$ cat config.mk
export PLATFORM = sky130hd
export DESIGN_NAME = sdram_powerup_seq
export DESIGN_NICKNAME = d
export VERILOG_FILES = /design/src/rtl/sdram_init_pkg.sv /design/src/rtl/init_interval_counter.sv /design/src/rtl/init_cmd_driver.sv /design/src/rtl/sdram_powerup_seq.sv
export SDC_FILE = /design/constraint.sdc
export NUM_CORES = 1
export LEC_CHECK = 0
export BUFFER_PORTS_ARGS = -buffer_cell sky130_fd_sc_hd__buf_4
export CELL_PAD_IN_SITES_DETAIL_PLACEMENT = 0
export CELL_PAD_IN_SITES_GLOBAL_PLACEMENT = 2
export CORE_ASPECT_RATIO = 0.7
export CORE_MARGIN = 2
export CORE_UTILIZATION = 35
export CTS_CLUSTER_SIZE = 8
export DETAILED_ROUTE_END_ITERATION = 6
export PLACE_DENSITY_LB_ADDON = 0.1
export REMOVE_ABC_BUFFERS = 1
export SKIP_CTS_REPAIR_TIMING = 1
export SLEW_MARGIN = 20
export SYNTH_ARGS = -nofsm -noshare
export SYNTH_HDL_FRONTEND = slang
export SYNTH_HIERARCHICAL = 1
export SYNTH_SLANG_ARGS = --single-unit
$ cat constraint.sdc
create_clock -name clk -period 5.4 [get_ports clk]
set_clock_uncertainty 0.05 [all_clocks]
set_input_delay 0.27 -clock clk [delete_from_list [all_inputs] [get_ports clk]]
set_output_delay 0.27 -clock clk [all_outputs]
set_load 0.05 [all_outputs]
$ cat src/rtl/sdram_init_pkg.sv
package sdram_init_pkg;

  // Command pins packed as {cs_n, ras_n, cas_n, we_n}
  typedef enum logic [3:0] {
    CMD_LOADMODE = 4'b0000,
    CMD_AREF     = 4'b0001,
    CMD_PREALL   = 4'b0010,
    CMD_NOP      = 4'b0111
  } sd_cmd_e;

  typedef enum logic [3:0] {
    ST_SETTLE,
    ST_PRE,
    ST_GAP_RP,
    ST_REF_A,
    ST_GAP_RFC_A,
    ST_REF_B,
    ST_GAP_RFC_B,
    ST_LOADMODE,
    ST_GAP_MRD,
    ST_READY
  } init_st_e;

  // Nanosecond wait to clock cycles, rounded up, never below one
  function automatic int ns_to_cycles(input int t_ns, input int clk_ns);
    int c;
    c = (t_ns + clk_ns - 1) / clk_ns;
    if (c < 1) c = 1;
    return c;
  endfunction

  function automatic int max_int(input int a, input int b);
    return (a > b) ? a : b;
  endfunction

endpackage

$ cat src/rtl/init_interval_counter.sv
module init_interval_counter #(
  parameter int CNT_W   = 8,
  parameter int RST_VAL = 0
) (
  input  logic             clk,
  input  logic             rst,
  input  logic             load,
  input  logic [CNT_W-1:0] load_val,
  output logic             zero
);

  logic [CNT_W-1:0] cnt_q;

  always_ff @(posedge clk) begin
    if (rst)
      cnt_q <= CNT_W'(RST_VAL);
    else if (load)
      cnt_q <= load_val;
    else if (cnt_q != '0)
      cnt_q <= cnt_q - 1'b1;
  end

  assign zero = (cnt_q == '0);

endmodule

$ cat src/rtl/init_cmd_driver.sv
module init_cmd_driver
  import sdram_init_pkg::*;
#(
  parameter int ADDR_W      = 12,
  parameter int BA_W        = 2,
  parameter int DQM_W       = 2,
  parameter int PRE_ALL_BIT = 10
) (
  input  logic              clk,
  input  logic              rst,
  input  init_st_e          st,
  input  logic [ADDR_W-1:0] mode_word,
  input  logic [BA_W-1:0]   mode_bank,
  output logic [3:0]        cmd_pins,
  output logic              cke,
  output logic [DQM_W-1:0]  dqm,
  output logic [ADDR_W-1:0] addr,
  output logic [BA_W-1:0]   ba,
  output logic              done
);

  localparam logic [ADDR_W-1:0] ALL_BANKS_ADDR = ADDR_W'(1) << PRE_ALL_BIT;

  sd_cmd_e           cmd_d;
  logic [ADDR_W-1:0] addr_d;
  logic [BA_W-1:0]   ba_d;

  always_comb begin
    cmd_d  = CMD_NOP;
    addr_d = '0;
    ba_d   = '0;
    unique case (st)
      ST_PRE: begin
        cmd_d  = CMD_PREALL;
        addr_d = ALL_BANKS_ADDR;
      end
      ST_REF_A, ST_REF_B: cmd_d = CMD_AREF;
      ST_LOADMODE: begin
        cmd_d  = CMD_LOADMODE;
        addr_d = mode_word;
        ba_d   = mode_bank;
      end
      default: cmd_d = CMD_NOP;
    endcase
  end

  always_ff @(posedge clk) begin
    if (rst) begin
      cmd_pins <= CMD_NOP;
      cke      <= 1'b0;
      dqm      <= '1;
      addr     <= '0;
      ba       <= '0;
      done     <= 1'b0;
    end else begin
      cmd_pins <= cmd_d;
      cke      <= 1'b1;
      dqm      <= {DQM_W{st != ST_READY}};
      addr     <= addr_d;
      ba       <= ba_d;
      done     <= (st == ST_READY);
    end
  end

  // clock enable already high in the cycle before any real command
  p_cke_lead_r2: assert property (@(posedge clk) disable iff (rst)
    (cmd_pins != CMD_NOP) |-> (cke && $past(cke)));

  // precharge closes every bank
  p_pre_all_r3: assert property (@(posedge clk) disable iff (rst)
    (cmd_pins == CMD_PREALL) |-> (addr == ALL_BANKS_ADDR && ba == '0));

  // a NOP always follows the precharge
  p_pre_gap_r4: assert property (@(posedge clk) disable iff (rst)
    (cmd_pins == CMD_PREALL) |=> (cmd_pins == CMD_NOP));

  // a NOP always follows a refresh
  p_ref_gap_r5: assert property (@(posedge clk) disable iff (rst)
    (cmd_pins == CMD_AREF) |=> (cmd_pins == CMD_NOP));

  // mode payload is the code present at the launching edge
  p_mode_payload_r6: assert property (@(posedge clk) disable iff (rst)
    (cmd_pins == CMD_LOADMODE) |-> (addr == $past(mode_word) && ba == $past(mode_bank)));

  // done is sticky and only NOPs follow it
  p_done_sticky_r7: assert property (@(posedge clk) disable iff (rst)
    done |=> done);
  p_quiet_after_done_r7: assert property (@(posedge clk) disable iff (rst)
    done |-> (cmd_pins == CMD_NOP));

  // mask released exactly when done rises
  p_dqm_release_r8: assert property (@(posedge clk) disable iff (rst)
    $rose(done) |-> (dqm == '0 && $past(dqm) == '1));

endmodule

$ cat src/rtl/sdram_powerup_seq.sv
module sdram_powerup_seq
  import sdram_init_pkg::*;
#(
  parameter int CLK_PERIOD_NS = 5,
  parameter int T_STABLE_NS   = 100000,
  parameter int T_RP_NS       = 20,
  parameter int T_RFC_NS      = 70,
  parameter int T_MRD_CK      = 2,
  parameter int ADDR_W        = 12,
  parameter int BA_W          = 2,
  parameter int DQM_W         = 2,
  parameter int PRE_ALL_BIT   = 10
) (
  input  logic              clk,
  input  logic              rst,
  input  logic [ADDR_W-1:0] mode_word,
  input  logic [BA_W-1:0]   mode_bank,
  output logic              sd_cs_n,
  output logic              sd_ras_n,
  output logic              sd_cas_n,
  output logic              sd_we_n,
  output logic              sd_cke,
  output logic [DQM_W-1:0]  sd_dqm,
  output logic [ADDR_W-1:0] sd_addr,
  output logic [BA_W-1:0]   sd_ba,
  output logic              init_done
);

  localparam int N_STABLE = ns_to_cycles(T_STABLE_NS, CLK_PERIOD_NS);
  localparam int N_RP     = ns_to_cycles(T_RP_NS, CLK_PERIOD_NS);
  localparam int N_RFC    = ns_to_cycles(T_RFC_NS, CLK_PERIOD_NS);
  localparam int N_MRD    = (T_MRD_CK < 1) ? 1 : T_MRD_CK;
  localparam int N_MAX    = max_int(max_int(N_STABLE, N_RP), max_int(N_RFC, N_MRD));
  localparam int CNT_W    = (N_MAX > 1) ? $clog2(N_MAX) : 1;

  localparam logic [CNT_W-1:0] LD_RP  = CNT_W'(N_RP - 1);
  localparam logic [CNT_W-1:0] LD_RFC = CNT_W'(N_RFC - 1);
  localparam logic [CNT_W-1:0] LD_MRD = CNT_W'(N_MRD - 1);

  init_st_e         st_q, st_d;
  logic             ld;
  logic [CNT_W-1:0] ld_val;
  logic             cnt_zero;
  logic [3:0]       cmd_pins;

  always_comb begin
    st_d   = st_q;
    ld     = 1'b0;
    ld_val = '0;
    unique case (st_q)
      ST_SETTLE:    if (cnt_zero) st_d = ST_PRE;
      ST_PRE:       begin st_d = ST_GAP_RP;    ld = 1'b1; ld_val = LD_RP;  end
      ST_GAP_RP:    if (cnt_zero) st_d = ST_REF_A;
      ST_REF_A:     begin st_d = ST_GAP_RFC_A; ld = 1'b1; ld_val = LD_RFC; end
      ST_GAP_RFC_A: if (cnt_zero) st_d = ST_REF_B;
      ST_REF_B:     begin st_d = ST_GAP_RFC_B; ld = 1'b1; ld_val = LD_RFC; end
      ST_GAP_RFC_B: if (cnt_zero) st_d = ST_LOADMODE;
      ST_LOADMODE:  begin st_d = ST_GAP_MRD;   ld = 1'b1; ld_val = LD_MRD; end
      ST_GAP_MRD:   if (cnt_zero) st_d = ST_READY;
      ST_READY:     st_d = ST_READY;
      default:      st_d = ST_SETTLE;
    endcase
  end

  always_ff @(posedge clk) begin
    if (rst) st_q <= ST_SETTLE;
    else     st_q <= st_d;
  end

  init_interval_counter #(
    .CNT_W   (CNT_W),
    .RST_VAL (N_STABLE - 1)
  ) u_gap_cnt (
    .clk      (clk),
    .rst      (rst),
    .load     (ld),
    .load_val (ld_val),
    .zero     (cnt_zero)
  );

  init_cmd_driver #(
    .ADDR_W      (ADDR_W),
    .BA_W        (BA_W),
    .DQM_W       (DQM_W),
    .PRE_ALL_BIT (PRE_ALL_BIT)
  ) u_drv (
    .clk       (clk),
    .rst       (rst),
    .st        (st_q),
    .mode_word (mode_word),
    .mode_bank (mode_bank),
    .cmd_pins  (cmd_pins),
    .cke       (sd_cke),
    .dqm       (sd_dqm),
    .addr      (sd_addr),
    .ba        (sd_ba),
    .done      (init_done)
  );

  assign {sd_cs_n, sd_ras_n, sd_cas_n, sd_we_n} = cmd_pins;

  // a wait state is not left while the shared counter is still running
  p_gap_held_r4: assert property (@(posedge clk) disable iff (rst)
    ((st_q == ST_GAP_RP || st_q == ST_GAP_RFC_A || st_q == ST_GAP_RFC_B ||
      st_q == ST_GAP_MRD) && !cnt_zero) |=> (st_q == $past(st_q)));

  // the ready state is only left through reset
  p_ready_hold_r9: assert property (@(posedge clk) disable iff (rst)
    (st_q == ST_READY) |=> (st_q == ST_READY));

endmodule

-- Word-level counts from Yosys, hierarchy flattened
Cells that the tools add are included.
- input bits: 16
- logic and storage cells: 46
- output and inout port bits: 22
- register bits after elaboration: 40
- eq/ne operators: 15
- add/sub/neg operators: 1
- mux-type cells: 13
- bitwise gates (word level): 1
- reduce and logical (&&, ||, !) cells: 8
- operators with widths (operator ; number):
    4-bit case mux with 10 select lines ; 1
    15-bit two-way mux ; 2
    12-bit case mux with 2 select lines ; 1
    4-bit two-way mux ; 5
    4-bit by 3-bit == test with 1-bit output, second input constant ; 4
    15-bit logical NOT ; 1
    15-bit nonzero test ; 1
    15-bit by 1-bit subtractor with 15-bit output, second input constant ; 1
    4-bit case mux with 3 select lines ; 1
    2-bit != test, second input constant ; 5
    3-bit case mux with 3 select lines ; 1
    4-bit by 2-bit == test with 1-bit output, second input constant ; 2
    4-bit == test, second input constant ; 2
    5-bit AND reduction ; 1
    4-bit by 1-bit == test with 1-bit output, second input constant ; 1
    4-bit logical NOT ; 1
    4-bit != test, second input constant ; 1
    2-bit OR reduction ; 2
    4-bit OR reduction ; 1
    1-bit two-way mux ; 2
    2-bit nonzero test ; 1
    1-bit inverter ; 1

-- Longest topological paths before layout
Gate-level depths: netlist of the first run.
- depth in word-level cells: 4
- mapped depth: 7
- depth with buffers taken out: 6

-- Cells and area by module
Netlist of the first run, hierarchy kept.
- modules (own cells, without submodules) (module ; cells an instance ; sequential area each (sq um) ; area an instance (sq um) ; instances):
    init_interval_counter ; 110 ; 300.3 ; 878.3 ; 1
    init_cmd_driver ; 51 ; 400.4 ; 683.2 ; 1
    sdram_powerup_seq ; 24 ; 80.1 ; 207.7 ; 1

-- Worst setup path before layout of the first run
Ideal clock, no wire load.
- path kind: flip-flop to flip-flop
- start: reg u_gap_cnt.cnt_q[0]
- end: reg u_gap_cnt.cnt_q[8]
- buffers on the path: 0
- data arrival time: 1.782 ns
- data required time: 5.283 ns
- stages on the path, launching flop included: 7
- library setup time: 0.067 ns
- setup slack: 3.500 ns
- period minus slack after synthesis: 1.900 ns
- path through: dfxtp_1 -> inv_1 -> ha_1 -> or4b_4 -> or3_1 -> a211o_1 -> a21oi_2
- cells in the longest elaborated chain, start to end: 3
- elaborated cells on any way between the ends: 5
- those cells by class: 1 x add/sub; 2 x mux; 2 x reduce/logical
- RTL lines (element ; RTL line ; RTL):
    start, declared ; init_interval_counter.sv:12 ; logic [CNT_W-1:0] cnt_q;
    start signal, assigned ; init_interval_counter.sv:16 ; cnt_q <= CNT_W'(RST_VAL);
    start signal, assigned ; init_interval_counter.sv:18 ; cnt_q <= load_val;
    start signal, assigned ; init_interval_counter.sv:20 ; cnt_q <= cnt_q - 1'b1;
    15-bit by 1-bit subtractor with 15-bit output ; init_interval_counter.sv:20 ;
    15-bit two-way mux ; init_interval_counter.sv:19 ; else if (cnt_q != '0)
    15-bit two-way mux ; init_interval_counter.sv:17 ; else if (load)
Parallel ways exist; a longest one is shown, timed or not. The select of a mux whose other input is x is not followed.
A chain may end at the register's enable or synchronous reset.

-- Worst setup path in the final report of the first run
- start: reg u_gap_cnt.cnt_q[0]
- end: reg u_gap_cnt.cnt_q[1]
Same word-level chain as after synthesis.

==> results of run 1 <==
per-layer routing:
layer	wire (um)	up-vias	track usage [%]
li1	-	741	-
met1	1960	675	21.0
met2	1690	63	20.9
met3	378	5	4.46
met4	43	0	5.60
met5	0	-	0
cell type report:
class	count	area, um^2
fill	491	2620
multi-input combinational	136	923
sequential	39	781
timing repair buffer	36	270
tap	69	86.3
clock buffer	5	68.8
clock inverter	3	43.8
inverter	11	41.3
power groups by stage:
stage	registers, uW	logic [uW]	clock network (uW)
floorplan	299	12.5	0
global placement	298	27.7	0
detailed placement	299	28.7	0
CTS	292	28.8	253
global route	292	31.1	269
finish	292	28.6	245
worst max-delay path by stage:
stage	startpoint	end	slack [ns]	cells after the start
finish	u_gap_cnt/cnt_q[0]$_SDFFE_PP1P_	u_gap_cnt/cnt_q[1]$_SDFFE_PP1P_	3.26	6
detailed placement	u_gap_cnt/cnt_q[0]$_SDFFE_PP1P_	u_gap_cnt/cnt_q[12]$_SDFFE_PP0P_	3.32	6
global placement	u_gap_cnt/cnt_q[0]$_SDFFE_PP1P_	u_gap_cnt/cnt_q[1]$_SDFFE_PP1P_	3.38	6
floorplan	u_gap_cnt/cnt_q[0]$_SDFFE_PP1P_	u_gap_cnt/cnt_q[8]$_SDFFE_PP0P_	3.50	6
global route	u_gap_cnt/cnt_q[0]$_SDFFE_PP1P_	u_gap_cnt/cnt_q[12]$_SDFFE_PP0P_	3.14	6
CTS	u_gap_cnt/cnt_q[0]$_SDFFE_PP1P_	u_gap_cnt/cnt_q[1]$_SDFFE_PP1P_	3.29	6
registers in the layout (all words and copies together), names as in the netlist:
signal	flops
u_drv/cmd_pins	3
u_drv/dqm	1
u_drv/addr	12
st_q	4
u_gap_cnt/cnt_q	15
u_drv/done	1
u_drv/ba	2
u_drv/cke	1
cell usage in the layout, fill, tap and decap left out, types with 3 or more instances in the layout:
cell,n
sky130_fd_sc_hd__a21oi_1,10
sky130_fd_sc_hd__a31oi_1,3
sky130_fd_sc_hd__buf_4,36
sky130_fd_sc_hd__clkbuf_8,5
sky130_fd_sc_hd__conb_1,12
sky130_fd_sc_hd__dfxtp_1,39
sky130_fd_sc_hd__inv_1,11
sky130_fd_sc_hd__nand2_1,4
sky130_fd_sc_hd__nand2b_1,4
sky130_fd_sc_hd__nand3_1,6
sky130_fd_sc_hd__nor2_1,14
sky130_fd_sc_hd__nor3_1,6
sky130_fd_sc_hd__nor3b_1,4
sky130_fd_sc_hd__nor3b_2,11
sky130_fd_sc_hd__nor4_1,3
sky130_fd_sc_hd__o21ai_0,11
sky130_fd_sc_hd__o31ai_1,3
sky130_fd_sc_hd__or3_1,5
sky130_fd_sc_hd__or4_1,3
sky130_fd_sc_hd__xnor2_1,4
critical path, cell delays in order, from the launching register on:
cell	delay, ns
sky130_fd_sc_hd__dfxtp_1	0.33
sky130_fd_sc_hd__inv_1	0.09
sky130_fd_sc_hd__ha_1	0.21
sky130_fd_sc_hd__nor4b_2	0.44
sky130_fd_sc_hd__and4_1	0.46
sky130_fd_sc_hd__mux2_2	0.37
sky130_fd_sc_hd__o21ai_1	0.11
metrics by stage:
stage / power, uW / hold slack [ns] / instances / cell area, um^2 / util [%]
after global placement: 326 / 0.448 / 291 / 2100 / 43.5
after CTS: 573 / 0.158 / 299 / 2210 / 45.8
after detailed placement: 327 / 0.457 / 291 / 2100 / 43.5
after global routing: 592 / 0.149 / 299 / 2210 / 45.8
after floorplan: 312 / 0.277 / 186 / 1750 / -
final: 565 / 0.163 / 299 / 2210 / 45.8
kinds of logic after synthesis:
family / after synthesis / share of synthesized area, %
and+or+nand+nor: 72 / 29.0
AOI/OAI and AO/OA: 44 / 16.2
DFF: 39 / 44.1
buffers and inverters: 20 / 5.80
xor gates and xnor gates: 4 / 1.98
muxes: 3 / 1.77
other: 2 / 0.424
adders and majority gates: 1 / 0.707
==> impl_summary.txt, run 1 <==
----------------------------------------------------
[Power and ir drop]
  Share of total power in sequential cells ... 51.6%
  IR Drop Worst-Case VDD ... 0.0938 mV
  Pleak ... 0.000871 uW
  Share of power burned in the clock network ... 43.3%
  Portion of total power attributed to combinational logic ... 5.1%
  Pwr dens ... 255 nW/um^2
  Total net switching power ... 124 uW
  Internal Pwr Total ... 441 uW
  Switching share of power ... 21.9%

[Timing]
  Number of max-slew violations in the final report ... 0
  Finish-stage setup viols ... 0
  Final clock period utilization by the worst path ... 39.7%
  Unrepaired setup endpoints after global routing ... false
  Final worst setup slack ... 3.26 ns
  Highest achievable clock rate ... 0.467 GHz
  Aggregate negative setup slack ... 0 ns
  Slew HR ... 53.2%
  Transition time at the pin with the least slew margin ... 0.695 ns
  Minimum clock period after layout ... 2.14 ns
  Final Hold Viols ... 0

[Run]
  Max-cap viol count ... 0

[Die]
  Starting Density ... 36.6%
  Die X-Extent ... 89.0 um
  Core Footprint ... 4830 um^2
  Count of boundary I/O pins ... 38
  Standard-cell rows ... 21
  Die outline area ... 5650 um^2
  Die Y-Extent ... 63.5 um

[Setup path]
  Critical path start-end classification ... register to register
  Data arrival time of the critical path ... 2.31 ns
  Capturing element type of the critical path ... register
  Reg-to-reg critical path startpoint ... u_gap_cnt/cnt_q[0]$_SDFFE_PP1P_
  Internal reg-to-reg setup slack ... 3.26 ns
  Element type at the critical path start ... register
  Reg2Reg Depth ... 6
  Largest fanout of any net on the critical path ... 7
  Required arrival time at the worst endpoint ... 5.57 ns
  R2R Path End ... u_gap_cnt/cnt_q[1]$_SDFFE_PP1P_

[Synth]
  Synthesized cell area ... 1770 um^2
  Register area share after synthesis ... 44.1%
  Area leader, netlist ... sky130_fd_sc_hd__dfxtp_1
  Count of flip-flops with a built-in enable after synthesis ... 0
  Count of different cell masters after synthesis ... 51
  Area fraction of the dominant cell type after synthesis ... 44.1%
  Cell types with the highest counts after synthesis ... sky130_fd_sc_hd__dfxtp_1 (39), sky130_fd_sc_hd__nor2_1 (14), sky130_fd_sc_hd__inv_1 (11), sky130_fd_sc_hd__nor3b_2 (11), sky130_fd_sc_hd__o21ai_0 (11)
  Number of warning messages in the yosys log ... 6
  Synth Register Bits ... 39
  Commonest register cell after synthesis ... sky130_fd_sc_hd__dfxtp_1
  Library cell with the highest instance count after synthesis ... sky130_fd_sc_hd__dfxtp_1
  Number of cells produced by synthesis ... 185
  Ranking of synthesized cells by area ... sky130_fd_sc_hd__dfxtp_1 (44%), sky130_fd_sc_hd__nor3b_2 (7.8%), sky130_fd_sc_hd__o21ai_0 (3.1%)
  Post-synth ARST share ... 0%
  Average cell area after synthesis ... 9.56 um^2

[Routing]
  Aggregate routed wire length ... 4060 um
  Number of nets with antenna violations after detailed routing ... 0
  Routed via count ... 1484
  Detailed Routing Iterations Pass 1 ... 4
  Via-per-instance ratio ... 4.96
  Remaining DRCs ... 0
  WL per Instance ... 13.6 um
  Initial detailed-routing violation count ... 58

[Place]
  HPWL after DPL ... 2890 um
  Final weighted congestion of routability-driven global placement ... 0.791
  Number of port buffers ... 36
  Pre-CTS setup slack ... 3.32 ns

[Hold path]
  Hold Path Class ... input port to register
  WHS Endpoint ... u_drv/addr[2]$_SDFF_PP0_
  Cell depth of the worst min-delay path ... 2
  Startpoint of the worst hold path ... mode_word[2]

[Clock network]
  CTS buffer count ... 5
  Root buffer selected by CTS ... sky130_fd_sc_hd__clkbuf_8
  TritonCTS clock tree ... built
  Clock-pin slew on the worst setup and hold paths ... 0.08 ns
  Number of H-tree branching levels ... 2
  Clock latency reported for the late side of the worst-skew pair ... 0.29 ns
  Sink count of the clock tree ... 39
  Max Buffers Root-to-Sink ... 2

[GRT]
  Wire length of the first global-routing pass ... 6370 um
  Overall Global Routing Usage ... 14.8%
  Initial antenna violation count ... 0
  Via count of the first global-routing pass ... 1320
  Largest net degree at the start of global routing ... 36
  Aggregate global routing overflow ... 0

[Final layout]
  Ant diodes ... 0
  Synthesis-to-layout area growth ... 25.2%
  Proportion of layout cells with a drive suffix above 1 ... 27.8%
  Number of nets in the layout ... 246

[Run status]
  Status ... completed

----------------------------------------------------
Note: power is estimated with default switching activity, not from simulation.
==> run 2, diff against run 1 <==
--- a/config.mk
+++ b/config.mk
@@ -10,7 +10,7 @@
 export CELL_PAD_IN_SITES_GLOBAL_PLACEMENT = 2
 export CORE_ASPECT_RATIO = 0.7
 export CORE_MARGIN = 2
-export CORE_UTILIZATION = 35
+export CORE_UTILIZATION = 32
 export CTS_CLUSTER_SIZE = 8
 export DETAILED_ROUTE_END_ITERATION = 6
 export PLACE_DENSITY_LB_ADDON = 0.1
==> constraint.sdc (replaced) <==
create_clock -name clk -period 2.15 [get_ports clk]
set_clock_uncertainty 0.05 [all_clocks]
set_input_delay 0.1075 -clock clk [delete_from_list [all_inputs] [get_ports clk]]
set_output_delay 0.1075 -clock clk [all_outputs]
set_load 0.05 [all_outputs]
==> impl_summary.txt, run 2 (synthesized netlist as in run 1, its figures left out) <==
----------------------------------------------------
[Run status]
  Status ... finished, violations left
  Violated checks ... hold timing

[Final layout]
  Area of combinational cells with multiple inputs ... 933 um^2
  Register with the most flip-flops ... u_gap_cnt/cnt_q
  Registers with the most flip-flops ... u_gap_cnt/cnt_q x15, u_drv/addr x12, st_q x4
  Design Area, Final ... 2250 um^2
  Proportion of layout cells with a drive suffix above 1 ... 30.9%
  Reg area ... 783 um^2
  Ant diodes ... 0
  Filler-free cell count of the finished design ... 308
  Number of nets in the layout ... 252
  Max FFs per register ... 15
  Leading cell type in the layout, fill and taps excluded ... sky130_fd_sc_hd__buf_4
  Synthesis-to-layout area growth ... 27.2%
  Top library cells by usage in the layout, fill and taps aside ... sky130_fd_sc_hd__buf_4 (41), sky130_fd_sc_hd__dfxtp_1 (37), sky130_fd_sc_hd__nor2_1 (14), sky130_fd_sc_hd__conb_1 (12)
  FILL cells ... 551

[Die]
  Die X-Extent ... 92.9 um
  Die Y-Extent ... 66.2 um
  Count of boundary I/O pins ... 38
  Standard-cell rows ... 22
  Die outline area ... 6150 um^2
  Starting Density ... 33.5%
  Core Footprint ... 5290 um^2

[GRT]
  Wire length of the first global-routing pass ... 6860 um
  Overall Global Routing Usage ... 14.3%
  Aggregate global routing overflow ... 0
  Via count of the first global-routing pass ... 1485
  Largest net degree at the start of global routing ... 36
  Initial antenna violation count ... 0

[Clock network]
  Clock latency reported for the late side of the worst-skew pair ... 0.29 ns
  CTS buffer count ... 5
  Sink count of the clock tree ... 39
  Root buffer selected by CTS ... sky130_fd_sc_hd__clkbuf_8
  Max Buffers Root-to-Sink ... 2
  Number of H-tree branching levels ... 2
  Clock-pin slew on the worst setup and hold paths ... 0.08 ns
  TritonCTS clock tree ... built

[Routing]
  Detailed Routing Iterations Pass 1 ... 4
  Initial detailed-routing violation count ... 79
  Number of nets with antenna violations after detailed routing ... 0
  Routed via count ... 1495
  Aggregate routed wire length ... 3970 um
  WL per Instance ... 12.9 um
  Remaining DRCs ... 0
  Via-per-instance ratio ... 4.85

[Setup path]
  Element type at the critical path start ... register
  Largest fanout of any net on the critical path ... 6
  Data arrival time of the critical path ... 2.20 ns
  Capturing element type of the critical path ... register
  Critical path start-end classification ... register to register
  Required arrival time at the worst endpoint ... 2.30 ns

[Place]
  HPWL after DPL ... 2800 um
  Pre-CTS setup slack ... 0.0198 ns
  Final weighted congestion of routability-driven global placement ... 0.807
  Number of cells in the design after placement ... 299
  Number of port buffers ... 36
  Placed Area ... 2140 um^2

[Timing]
  Final Hold Viols ... 2
  Aggregate negative setup slack ... 0 ns
  Hold Worst Slack ... -0.00248 ns
  Number of max-slew violations in the final report ... 0
  Highest achievable clock rate ... 0.490 GHz
  Finish-stage setup viols ... 0
  Minimum clock period after layout ... 2.04 ns
  Final clock period utilization by the worst path ... 95.0%
  Final worst setup slack ... 0.108 ns

[Run]
  Max-cap viol count ... 0

[Power and ir drop]
  IR Drop Worst-Case VDD ... 0.287 mV
  Pwr dens ... 578 nW/um^2
  Pleak ... 0.000883 uW

[Hold path]
  Hold Path Class ... input port to register

----------------------------------------------------
==> run 2: worst paths after layout <==
path | from | to | slack (ns) | depth (start not counted)
setup reg to reg | u_gap_cnt/cnt_q[0]$_SDFFE_PP1P_ | u_gap_cnt/cnt_q[5]$_SDFFE_PP0P_ | 0.11 | 8
setup / recovery | u_gap_cnt/cnt_q[0]$_SDFFE_PP1P_ | u_gap_cnt/cnt_q[5]$_SDFFE_PP0P_ | 0.11 | 8
hold reg to reg | u_gap_cnt/cnt_q[14]$_SDFFE_PP1P_ | u_gap_cnt/cnt_q[14]$_SDFFE_PP1P_ | 0.46 | 2
hold / removal | mode_word[6] | u_drv/addr[6]$_SDFF_PP0_ | -0.002 | 2
==> run 2: power breakdown <==
group	switching, uW	internal, uW
Clock	268	227
Sequential	5.05	728
Combinational	36.3	37.0
==> run 2: layer usage <==
metal / global-route usage [%] / share of wire, % / wire, um
met2: 21.8 / 41 / 1620
met3: 5.47 / 7.9 / 315
met1: 18.6 / 50 / 2000
met4: 4.60 / 1.1 / 44
met5: 0 / 0 / 0
==> run 2: final cells by class <==
class                   instances  share of cell area [%]
multi-input cells             136                    41.5
flip-flops and latches         39                    34.8
repair buffers                 42                    14.1
well taps                      72                    4.00
clock buffers                   6                    3.22
inverters                      11                    1.83
clock inverters                 2                   0.556
==> run 2: worst max-delay path, stage by stage (launching register included) <==
cell and delay (ns):
sky130_fd_sc_hd__dfxtp_2 0.34, sky130_fd_sc_hd__inv_1 0.06, sky130_fd_sc_hd__ha_2 0.20, sky130_fd_sc_hd__nor4b_2 0.16
sky130_fd_sc_hd__buf_4 0.16, sky130_fd_sc_hd__and4_2 0.26, sky130_fd_sc_hd__buf_4 0.15, sky130_fd_sc_hd__or3_1 0.36
sky130_fd_sc_hd__a221oi_2 0.22
==> run 2: metrics by stage <==
stage          total power (uW)  utilization (%)
3_3_place_gp                818             40.6
4_1_cts                    1320             42.2
3_5_place_dp                820             40.6
5_1_grt                    1360             42.6
2_1_floorplan               783                -
6_report                   1300             42.6
